## src/rtl/mdio_master_pkg.sv

```systemverilog
package mdio_master_pkg;

    localparam int FRAME_BITS = 64;
    localparam int ADR_W      = 5;
    localparam int WORD_W     = 16;
    localparam int IDX_W      = $clog2(FRAME_BITS);

    // bit positions inside the 64-bit frame (preamble occupies 0..31)
    localparam logic [IDX_W-1:0] BODY_IDX = IDX_W'(32);
    localparam logic [IDX_W-1:0] REL_IDX  = IDX_W'(46);
    localparam logic [IDX_W-1:0] TA2_IDX  = IDX_W'(47);
    localparam logic [IDX_W-1:0] DAT_IDX  = IDX_W'(48);
    localparam logic [IDX_W-1:0] LAST_IDX = IDX_W'(63);

    typedef enum logic [1:0] {
        FR_ADDR  = 2'd0,
        FR_WRITE = 2'd1,
        FR_READ  = 2'd2
    } frame_kind_e;

    typedef struct packed {
        logic no_pre;
        logic fall;
        logic c45;
    } mode_t;

endpackage

```

## src/rtl/mdio_mdc_gen.sv

```systemverilog
module mdio_mdc_gen #(
    parameter int DIV_W = 9
) (
    input  logic             clk,
    input  logic             rst_n,
    input  logic             run,
    input  logic [DIV_W-1:0] div,
    output logic             mdc,
    output logic             rise_ev,
    output logic             fall_ev
);
    localparam int CW = DIV_W + 1;

    typedef struct packed {
        logic [CW-1:0] cnt;
        logic          mdc;
    } gen_t;

    gen_t g_d, g_q;
    logic [CW-1:0] half, full;

    always_comb begin
        half    = (div == '0) ? CW'(1) : CW'(div);
        full    = half << 1;
        g_d     = g_q;
        rise_ev = 1'b0;
        fall_ev = 1'b0;
        if (!run) begin
            g_d.cnt = '0;
            g_d.mdc = 1'b0;
        end else if (g_q.cnt == full - CW'(1)) begin
            g_d.cnt = '0;
            g_d.mdc = 1'b0;
            fall_ev = 1'b1;
        end else begin
            g_d.cnt = g_q.cnt + CW'(1);
            if (g_q.cnt + CW'(1) == half) begin
                g_d.mdc = 1'b1;
                rise_ev = 1'b1;
            end
        end
    end

    always_ff @(posedge clk or negedge rst_n) begin
        if (!rst_n) g_q <= '0;
        else        g_q <= g_d;
    end

    assign mdc = g_q.mdc;


    mdc_stop_chk: assert property (@(posedge clk) disable iff (!rst_n)
        !run |=> !mdc);

endmodule

```

## src/rtl/mdio_hold_timer.sv

```systemverilog
module mdio_hold_timer #(
    parameter int HOLD_W = 4
) (
    input  logic              clk,
    input  logic              rst_n,
    input  logic              clr,
    input  logic              edge_ev,
    input  logic [HOLD_W-1:0] n,
    input  logic              ext,
    output logic              step
);
    localparam int TW = HOLD_W + 4;

    typedef struct packed {
        logic          act;
        logic [TW-1:0] cnt;
    } hold_t;

    hold_t h_d, h_q;
    logic [TW-1:0] hclk;

    always_comb begin
        if (ext) hclk = (n == '0) ? TW'(2) : ((TW'(n) - TW'(1)) << 3) + TW'(2);
        else     hclk = TW'(n) << 1;
    end

    always_comb begin
        h_d  = h_q;
        step = 1'b0;
        if (clr) begin
            h_d = '0;
        end else if (edge_ev) begin
            h_d.cnt = '0;
            if (hclk == '0) begin
                step    = 1'b1;
                h_d.act = 1'b0;
            end else begin
                h_d.act = 1'b1;
            end
        end else if (h_q.act) begin
            if (h_q.cnt + TW'(1) == hclk) begin
                step    = 1'b1;
                h_d.act = 1'b0;
            end else begin
                h_d.cnt = h_q.cnt + TW'(1);
            end
        end
    end

    always_ff @(posedge clk or negedge rst_n) begin
        if (!rst_n) h_q <= '0;
        else        h_q <= h_d;
    end


    hold_span_chk: assert property (@(posedge clk) disable iff (!rst_n)
        h_q.act |-> h_q.cnt < hclk);

endmodule

```

## src/rtl/mdio_frame_shifter.sv

```systemverilog
module mdio_frame_shifter
    import mdio_master_pkg::*;
(
    input  logic                  clk,
    input  logic                  rst_n,
    input  logic                  load,
    input  logic [FRAME_BITS-1:0] frame,
    input  logic [IDX_W-1:0]      start_idx,
    input  logic                  is_read,
    input  logic                  rise_ev,
    input  logic                  fall_ev,
    input  logic                  step,
    input  logic                  mdio_i,
    output logic                  mdio_o,
    output logic                  mdio_oe,
    output logic                  done,
    output logic [WORD_W-1:0]     cap,
    output logic                  ta_bad
);
    typedef struct packed {
        logic [FRAME_BITS-1:0] frame;
        logic [IDX_W-1:0]      oidx;
        logic [IDX_W-1:0]      sidx;
        logic                  last;
        logic                  rd;
        logic                  o;
        logic                  oe;
        logic [WORD_W-1:0]     cap;
        logic                  tabad;
    } shf_t;

    shf_t s_d, s_q;
    logic [IDX_W-1:0] nxt;

    function automatic logic pick(input logic [FRAME_BITS-1:0] f, input logic [IDX_W-1:0] i);
        return f[LAST_IDX - i];
    endfunction

    always_comb begin
        s_d  = s_q;
        done = 1'b0;
        nxt  = s_q.oidx + IDX_W'(1);
        if (load) begin
            s_d.frame = frame;
            s_d.oidx  = start_idx;
            s_d.sidx  = start_idx;
            s_d.last  = 1'b0;
            s_d.rd    = is_read;
            s_d.o     = pick(frame, start_idx);
            s_d.oe    = 1'b1;
            s_d.cap   = '0;
            s_d.tabad = 1'b0;
        end else begin
            if (rise_ev && !s_q.last) begin
                if (s_q.rd && s_q.sidx == TA2_IDX && mdio_i) s_d.tabad = 1'b1;
                if (s_q.rd && s_q.sidx >= DAT_IDX) s_d.cap = {s_q.cap[WORD_W-2:0], mdio_i};
                if (s_q.sidx == LAST_IDX) s_d.last = 1'b1;
                else                      s_d.sidx = s_q.sidx + IDX_W'(1);
            end
            if (step && !s_q.last && s_q.oidx != LAST_IDX) begin
                s_d.oidx = nxt;
                s_d.o    = pick(s_q.frame, nxt);
                s_d.oe   = !(s_q.rd && nxt >= REL_IDX);
            end
            if (fall_ev && s_q.last) begin
                done     = 1'b1;
                s_d.last = 1'b0;
                s_d.oe   = 1'b0;
            end
        end
    end

    always_ff @(posedge clk or negedge rst_n) begin
        if (!rst_n) begin
            s_q       <= '0;
            s_q.frame <= '1;
            s_q.o     <= 1'b1;
        end else begin
            s_q <= s_d;
        end
    end

    assign mdio_o  = s_q.o;
    assign mdio_oe = s_q.oe;
    assign cap     = s_q.cap;
    assign ta_bad  = s_q.tabad;


    read_release_chk: assert property (@(posedge clk) disable iff (!rst_n)
        (s_q.rd && s_q.sidx >= TA2_IDX) |-> !s_q.oe);

endmodule

```

## src/rtl/mdio_mgmt_master.sv

```systemverilog
module mdio_mgmt_master
    import mdio_master_pkg::*;
#(
    parameter int DIV_W  = 9,
    parameter int HOLD_W = 4
) (
    input  logic              clk,
    input  logic              rst_n,
    input  logic [DIV_W-1:0]  cfg_div,
    input  logic [HOLD_W-1:0] cfg_hold,
    input  logic              cfg_ext_hold,
    input  logic              cfg_no_pre,
    input  logic              cfg_fall,
    input  logic              cfg_c45,
    input  logic              ctl_we,
    input  logic [4:0]        ctl_port,
    input  logic [4:0]        ctl_dev,
    input  logic              ctl_rd,
    input  logic              addr_we,
    input  logic [15:0]       addr_wdata,
    input  logic              data_we,
    input  logic [15:0]       data_wdata,
    input  logic              err_clr,
    output logic [15:0]       rd_data,
    output logic              busy,
    output logic              addr_err,
    output logic              rd_err,
    output logic              mdc,
    output logic              mdio_o,
    output logic              mdio_oe,
    input  logic              mdio_i
);
    typedef struct packed {
        logic [ADR_W-1:0]  port;
        logic [ADR_W-1:0]  dev;
        logic [WORD_W-1:0] addr;
        logic [WORD_W-1:0] data;
        logic              busy;
        logic              aerr;
        logic              rerr;
        frame_kind_e       kind;
        logic [DIV_W-1:0]  div;
        logic [HOLD_W-1:0] hold;
        logic              ext;
        mode_t             mode;
    } top_t;

    top_t r_d, r_q;

    logic                  launch;
    frame_kind_e           lkind;
    logic [FRAME_BITS-1:0] frame;
    logic [1:0]            st_bits, op_bits, ta_bits;
    logic [WORD_W-1:0]     payload;
    logic                  rise_ev, fall_ev, step, done, ta_bad;
    logic [WORD_W-1:0]     cap;

    always_comb begin
        r_d    = r_q;
        launch = 1'b0;
        lkind  = FR_WRITE;
        if (err_clr) begin
            r_d.aerr = 1'b0;
            r_d.rerr = 1'b0;
        end
        if (ctl_we) begin
            if (ctl_rd && r_q.busy) begin
                r_d.aerr = 1'b1;
            end else begin
                r_d.port = ctl_port;
                r_d.dev  = ctl_dev;
                if (ctl_rd) begin
                    launch = 1'b1;
                    lkind  = FR_READ;
                end
            end
        end else if (addr_we) begin
            if (cfg_c45 && r_q.busy) begin
                r_d.aerr = 1'b1;
            end else begin
                r_d.addr = addr_wdata;
                if (cfg_c45) begin
                    launch = 1'b1;
                    lkind  = FR_ADDR;
                end
            end
        end else if (data_we) begin
            if (r_q.busy) begin
                r_d.aerr = 1'b1;
            end else begin
                r_d.data = data_wdata;
                launch   = 1'b1;
                lkind    = FR_WRITE;
            end
        end
        if (launch) begin
            r_d.busy        = 1'b1;
            r_d.kind        = lkind;
            r_d.div         = cfg_div;
            r_d.hold        = cfg_hold;
            r_d.ext         = cfg_ext_hold;
            r_d.mode.no_pre = cfg_no_pre;
            r_d.mode.fall   = cfg_fall;
            r_d.mode.c45    = cfg_c45;
        end
        if (done) begin
            r_d.busy = 1'b0;
            if (r_q.kind == FR_READ) begin
                r_d.data = cap;
                if (ta_bad) r_d.rerr = 1'b1;
            end
        end
    end

    // frame image built from the values being accepted this cycle
    always_comb begin
        st_bits = cfg_c45 ? 2'b00 : 2'b01;
        ta_bits = 2'b10;
        payload = r_d.data;
        unique case (lkind)
            FR_ADDR: begin
                op_bits = 2'b00;
                payload = r_d.addr;
            end
            FR_READ: begin
                op_bits = cfg_c45 ? 2'b11 : 2'b10;
                ta_bits = 2'b11;
                payload = '1;
            end
            default: op_bits = cfg_c45 ? 2'b01 : 2'b01;
        endcase
        frame = {32'hFFFF_FFFF, st_bits, op_bits, r_d.port, r_d.dev, ta_bits, payload};
    end

    always_ff @(posedge clk or negedge rst_n) begin
        if (!rst_n) begin
            r_q      <= '0;
            r_q.kind <= FR_WRITE;
        end else begin
            r_q <= r_d;
        end
    end

    mdio_mdc_gen #(.DIV_W(DIV_W)) u_clk (
        .clk     (clk),
        .rst_n   (rst_n),
        .run     (r_q.busy),
        .div     (r_q.div),
        .mdc     (mdc),
        .rise_ev (rise_ev),
        .fall_ev (fall_ev)
    );

    mdio_hold_timer #(.HOLD_W(HOLD_W)) u_hold (
        .clk     (clk),
        .rst_n   (rst_n),
        .clr     (!r_q.busy),
        .edge_ev (r_q.mode.fall ? fall_ev : rise_ev),
        .n       (r_q.hold),
        .ext     (r_q.ext),
        .step    (step)
    );

    mdio_frame_shifter u_shf (
        .clk       (clk),
        .rst_n     (rst_n),
        .load      (launch),
        .frame     (frame),
        .start_idx (cfg_no_pre ? BODY_IDX : '0),
        .is_read   (lkind == FR_READ),
        .rise_ev   (rise_ev),
        .fall_ev   (fall_ev),
        .step      (step),
        .mdio_i    (mdio_i),
        .mdio_o    (mdio_o),
        .mdio_oe   (mdio_oe),
        .done      (done),
        .cap       (cap),
        .ta_bad    (ta_bad)
    );

    assign rd_data  = r_q.data;
    assign busy     = r_q.busy;
    assign addr_err = r_q.aerr;
    assign rd_err   = r_q.rerr;


    idle_quiet_chk: assert property (@(posedge clk) disable iff (!rst_n)
        !busy |-> (!mdc && !mdio_oe));


    launch_low_chk: assert property (@(posedge clk) disable iff (!rst_n)
        $rose(busy) |-> !mdc);


    collide_busy_chk: assert property (@(posedge clk) disable iff (!rst_n)
        $rose(addr_err) |-> $past(busy));


    rderr_read_chk: assert property (@(posedge clk) disable iff (!rst_n)
        $rose(rd_err) |-> $past(r_q.kind) == FR_READ);

endmodule

```

## config.mk

```make
export PLATFORM = sky130hd
export DESIGN_NAME = mdio_mgmt_master
export DESIGN_NICKNAME = d
export VERILOG_FILES = /design/src/rtl/mdio_master_pkg.sv /design/src/rtl/mdio_mdc_gen.sv /design/src/rtl/mdio_hold_timer.sv /design/src/rtl/mdio_frame_shifter.sv /design/src/rtl/mdio_mgmt_master.sv
export SDC_FILE = /design/constraint.sdc
export NUM_CORES = 1
export LEC_CHECK = 0
export BUFFER_PORTS_ARGS = -buffer_cell sky130_fd_sc_hd__buf_2
export CORE_ASPECT_RATIO = 1.75
export CORE_MARGIN = 2
export CORE_UTILIZATION = 45
export CTS_BUF_LIST = sky130_fd_sc_hd__clkbuf_2
export DETAILED_ROUTE_END_ITERATION = 7
export SLEW_MARGIN = 30
export SYNTH_ARGS = -nofsm -noshare
export SYNTH_HDL_FRONTEND = slang
export SYNTH_SLANG_ARGS = --single-unit
```

## constraint.sdc

```tcl
create_clock -name clk -period 4.6 [get_ports clk]
set_input_delay 0.92 -clock clk [delete_from_list [all_inputs] [get_ports clk]]
set_output_delay 0.92 -clock clk [all_outputs]
set_load 0.01 [all_outputs]
```

==> results.yml <==
synthesis:
  ys_seq_area_share_pct: 47.73
  yosysMostFrequentCell: "dfrtp_1"
  yosysWarnings: 0
  ys_async_sr_fraction_pct: 100.0
  yosys.area.top_type: "dfrtp_1"
  synth-edff-count: 0
  synth_top_area_share_pct: 36.72
  syn_area_sq_um: 7634
  synth_nets: 828
  yosysUniqueCellTypes: 64
  postSynthAreaPerCell_sq_um: 10.10
  synthTopCellsByArea: "dfrtp_1, dfstp_2, mux2i_1, mux2_2, nand2_1"
  synthTopCellsByCount: "dfrtp_1, nand2_1, nor2_1"
  syn_inst: 756
  synth-main-ff-cell: "dfrtp_1"
  ys_ff_latch: 144
floorplanning:
  num_io_pins: 89
  start_util_pct: 45.47
  die_h_microns: 176.3
  row_count: 63
  core_sq_um: 16790
  dieArea_sq_um: 18060
  die_x_microns: 102.5
routing:
  post_drt_wl_per_cell_microns: 17.22
  drt_iter0_markers: 265
  firstDrtPassIters: 4
  drc: 0
  drt_wl_total_microns: 18150
  num_vias: 5750
  route.antenna.remaining_nets: 0
  viasPerCell: 5.455
clock_tree:
  clk_pin_slew_ns: 0.25
  clock_path_buffers: 2
  cts_tree: "yes"
  cts_max_level: 4
  post_cts_buffers: 0
  cts_resized: 0
  cts_hold_buffers: 0
  cts_made_buffers: 17
  cts_sinks: 144
  root_buffer: "clkbuf_2"
  clock_latency_ns: 0.73
place:
  port_buffers: 88
  dp_slack_ns: 0.5783
  post-dp-hpwl_microns: 13280
  gp_congestion: 0.9205
global_route:
  antenna_found_initial: 1
  grt_pass1_vias: 5993
  overflow: 0
  grt_usage_pct: 21.33
  grt_first_pass_wirelength_microns: 29820
  grt_start_max_net_pins: 84
sta:
  worst_slack_ns: 0.5059
  fmax_ghz: 0.2443
  slew_violations: 0
  worstMarginPinSlew_ns: 0.8253
  finalCritPeriodShare_pct: 89.00
  hold_violations: 0
  clock_skew_ns: 0.04943
  finalSetupViolCount: 0
  rsz0062_at_grt: "false"
  tns_ns: 0
  min_period_ns: 4.094
  slew_headroom_pct: 44.98
critical_path:
  crit_fanout: 32
  worst_ep_required_time_ns: 5.18
  cp.arrival_ns: 4.68
  startpoint_type: "flop"
  worstSetupPathType: "reg2reg"
  worst_setup_path_end_kind: "flop"
outcome:
  outcome: "finished, final reports clean"
power:
  finalPower_mw: 5.023
  vdd_drop_max_v: 0.0003375
  p_leak_nw: 3.853
  power_density_nw_per_um2: 595.8
worst_hold_path:
  worstHoldPathType: "in2async"
layout:
  drive_above_1_share_pct: 27.60
  fin_nets: 885
  area_growth_syn_to_layout_pct: 10.44
run:
  timing.max_cap.violations: 0
-- routing by layer --
metal | GRT usage [%] | vias up | routed length [microns]
met5 | 0 | - | 0
met4 | 10.11 | 0 | 600
met3 | 3.880 | 39 | 576
met2 | 38.45 | 137 | 10040
met1 | 23.58 | 2807 | 6931
li1 | - | 2767 | -
-- cells by family after synthesis --
| kind of cell | share of synthesized area (%) |
|---|---|
| fa+ha+maj | 0.8195 |
| xor+xnor | 5.622 |
| mux | 13.56 |
| compound gates | 10.79 |
| flops | 47.73 |
| simple gates | 16.36 |
| buf+inv | 5.130 |
-- critical path, cell delays in order, from the launching register on --
cell     delay (ns)
dfrtp_1        0.51
ha_1           0.28
and4_1         0.25
and2_1         0.22
a221o_1        0.30
or4_1          0.53
or4b_1         0.71
or3_4          0.43
nor2_4         0.52
o21ai_0        0.20
-- final timing paths --
| check | from | end | slack (ns) | cells after the start |
|---|---|---|---|---|
| worst max-delay path | u_clk.g_q[1] | u_shf.cap[0] | 0.51 | 9 |
| worst max register to register | u_clk.g_q[1] | u_shf.cap[0] | 0.51 | 9 |
| worst min register to register | u_shf.s_q[64] | u_shf.s_q[64] | 0.51 | 1 |
| min in group clk | cfg_div[8] | r_q[16] | 0.36 | 3 |
| max in group asynchronous | rst_n | r_q[17] | 3.38 | 2 |
| worst min-delay path | rst_n | r_q[13] | 0.20 | 1 |
-- where the power goes --
group	internal (mW)	switching, mW
Clock	0.363	0.496
Combinational	0.889	0.913
Sequential	1.84	0.521
-- layout make-up --
| type | count | area (sq um) |
|---|---|---|
| clock inverters | 15 | 207.7 |
| diodes | 1 | 2.502 |
| inverters | 16 | 60.06 |
| repair buffers | 100 | 536.8 |
| multi-input cells | 534 | 3611 |
| clock buffers | 17 | 85.08 |
| flip-flops and latches | 144 | 3643 |
| fillers | 1585 | 8359 |
| well taps | 227 | 284.0 |
-- cell usage in the layout (no fill, tap or decap), types with 18 or more instances in the layout --
cell / n
buf_2: 87
nor2_1: 60
xor2_1: 24
nor3_1: 18
o22ai_1: 19
mux2i_1: 46
a21oi_1: 46
dfstp_2: 32
mux2_2: 35
dfrtp_1: 112
o21ai_0: 18
nand2_1: 103
xnor2_1: 25
-- metrics by stage --
step           utilization (%)  cell area, sq um  cells  hold slack [ns]
6_report                 50.21              8431   1054           0.1977
4_1_cts                  50.20              8428   1053           0.1637
3_5_place_dp             48.45              8135   1021           0.4730
3_3_place_gp             48.45              8135   1021           0.4620
5_1_grt                  50.21              8431   1054           0.2019
2_1_floorplan                -              7634    756           0.4434
-- sequential cells by signal (all words and copies together) (netlist names), 9 cells and up --
signal      flops
rd_data        16
u_clk.g_q      10
u_shf.s_q      44
u_shf.cap      16
r_q            42
u_hold.h_q      9
(Power assumes the default switching activity.)
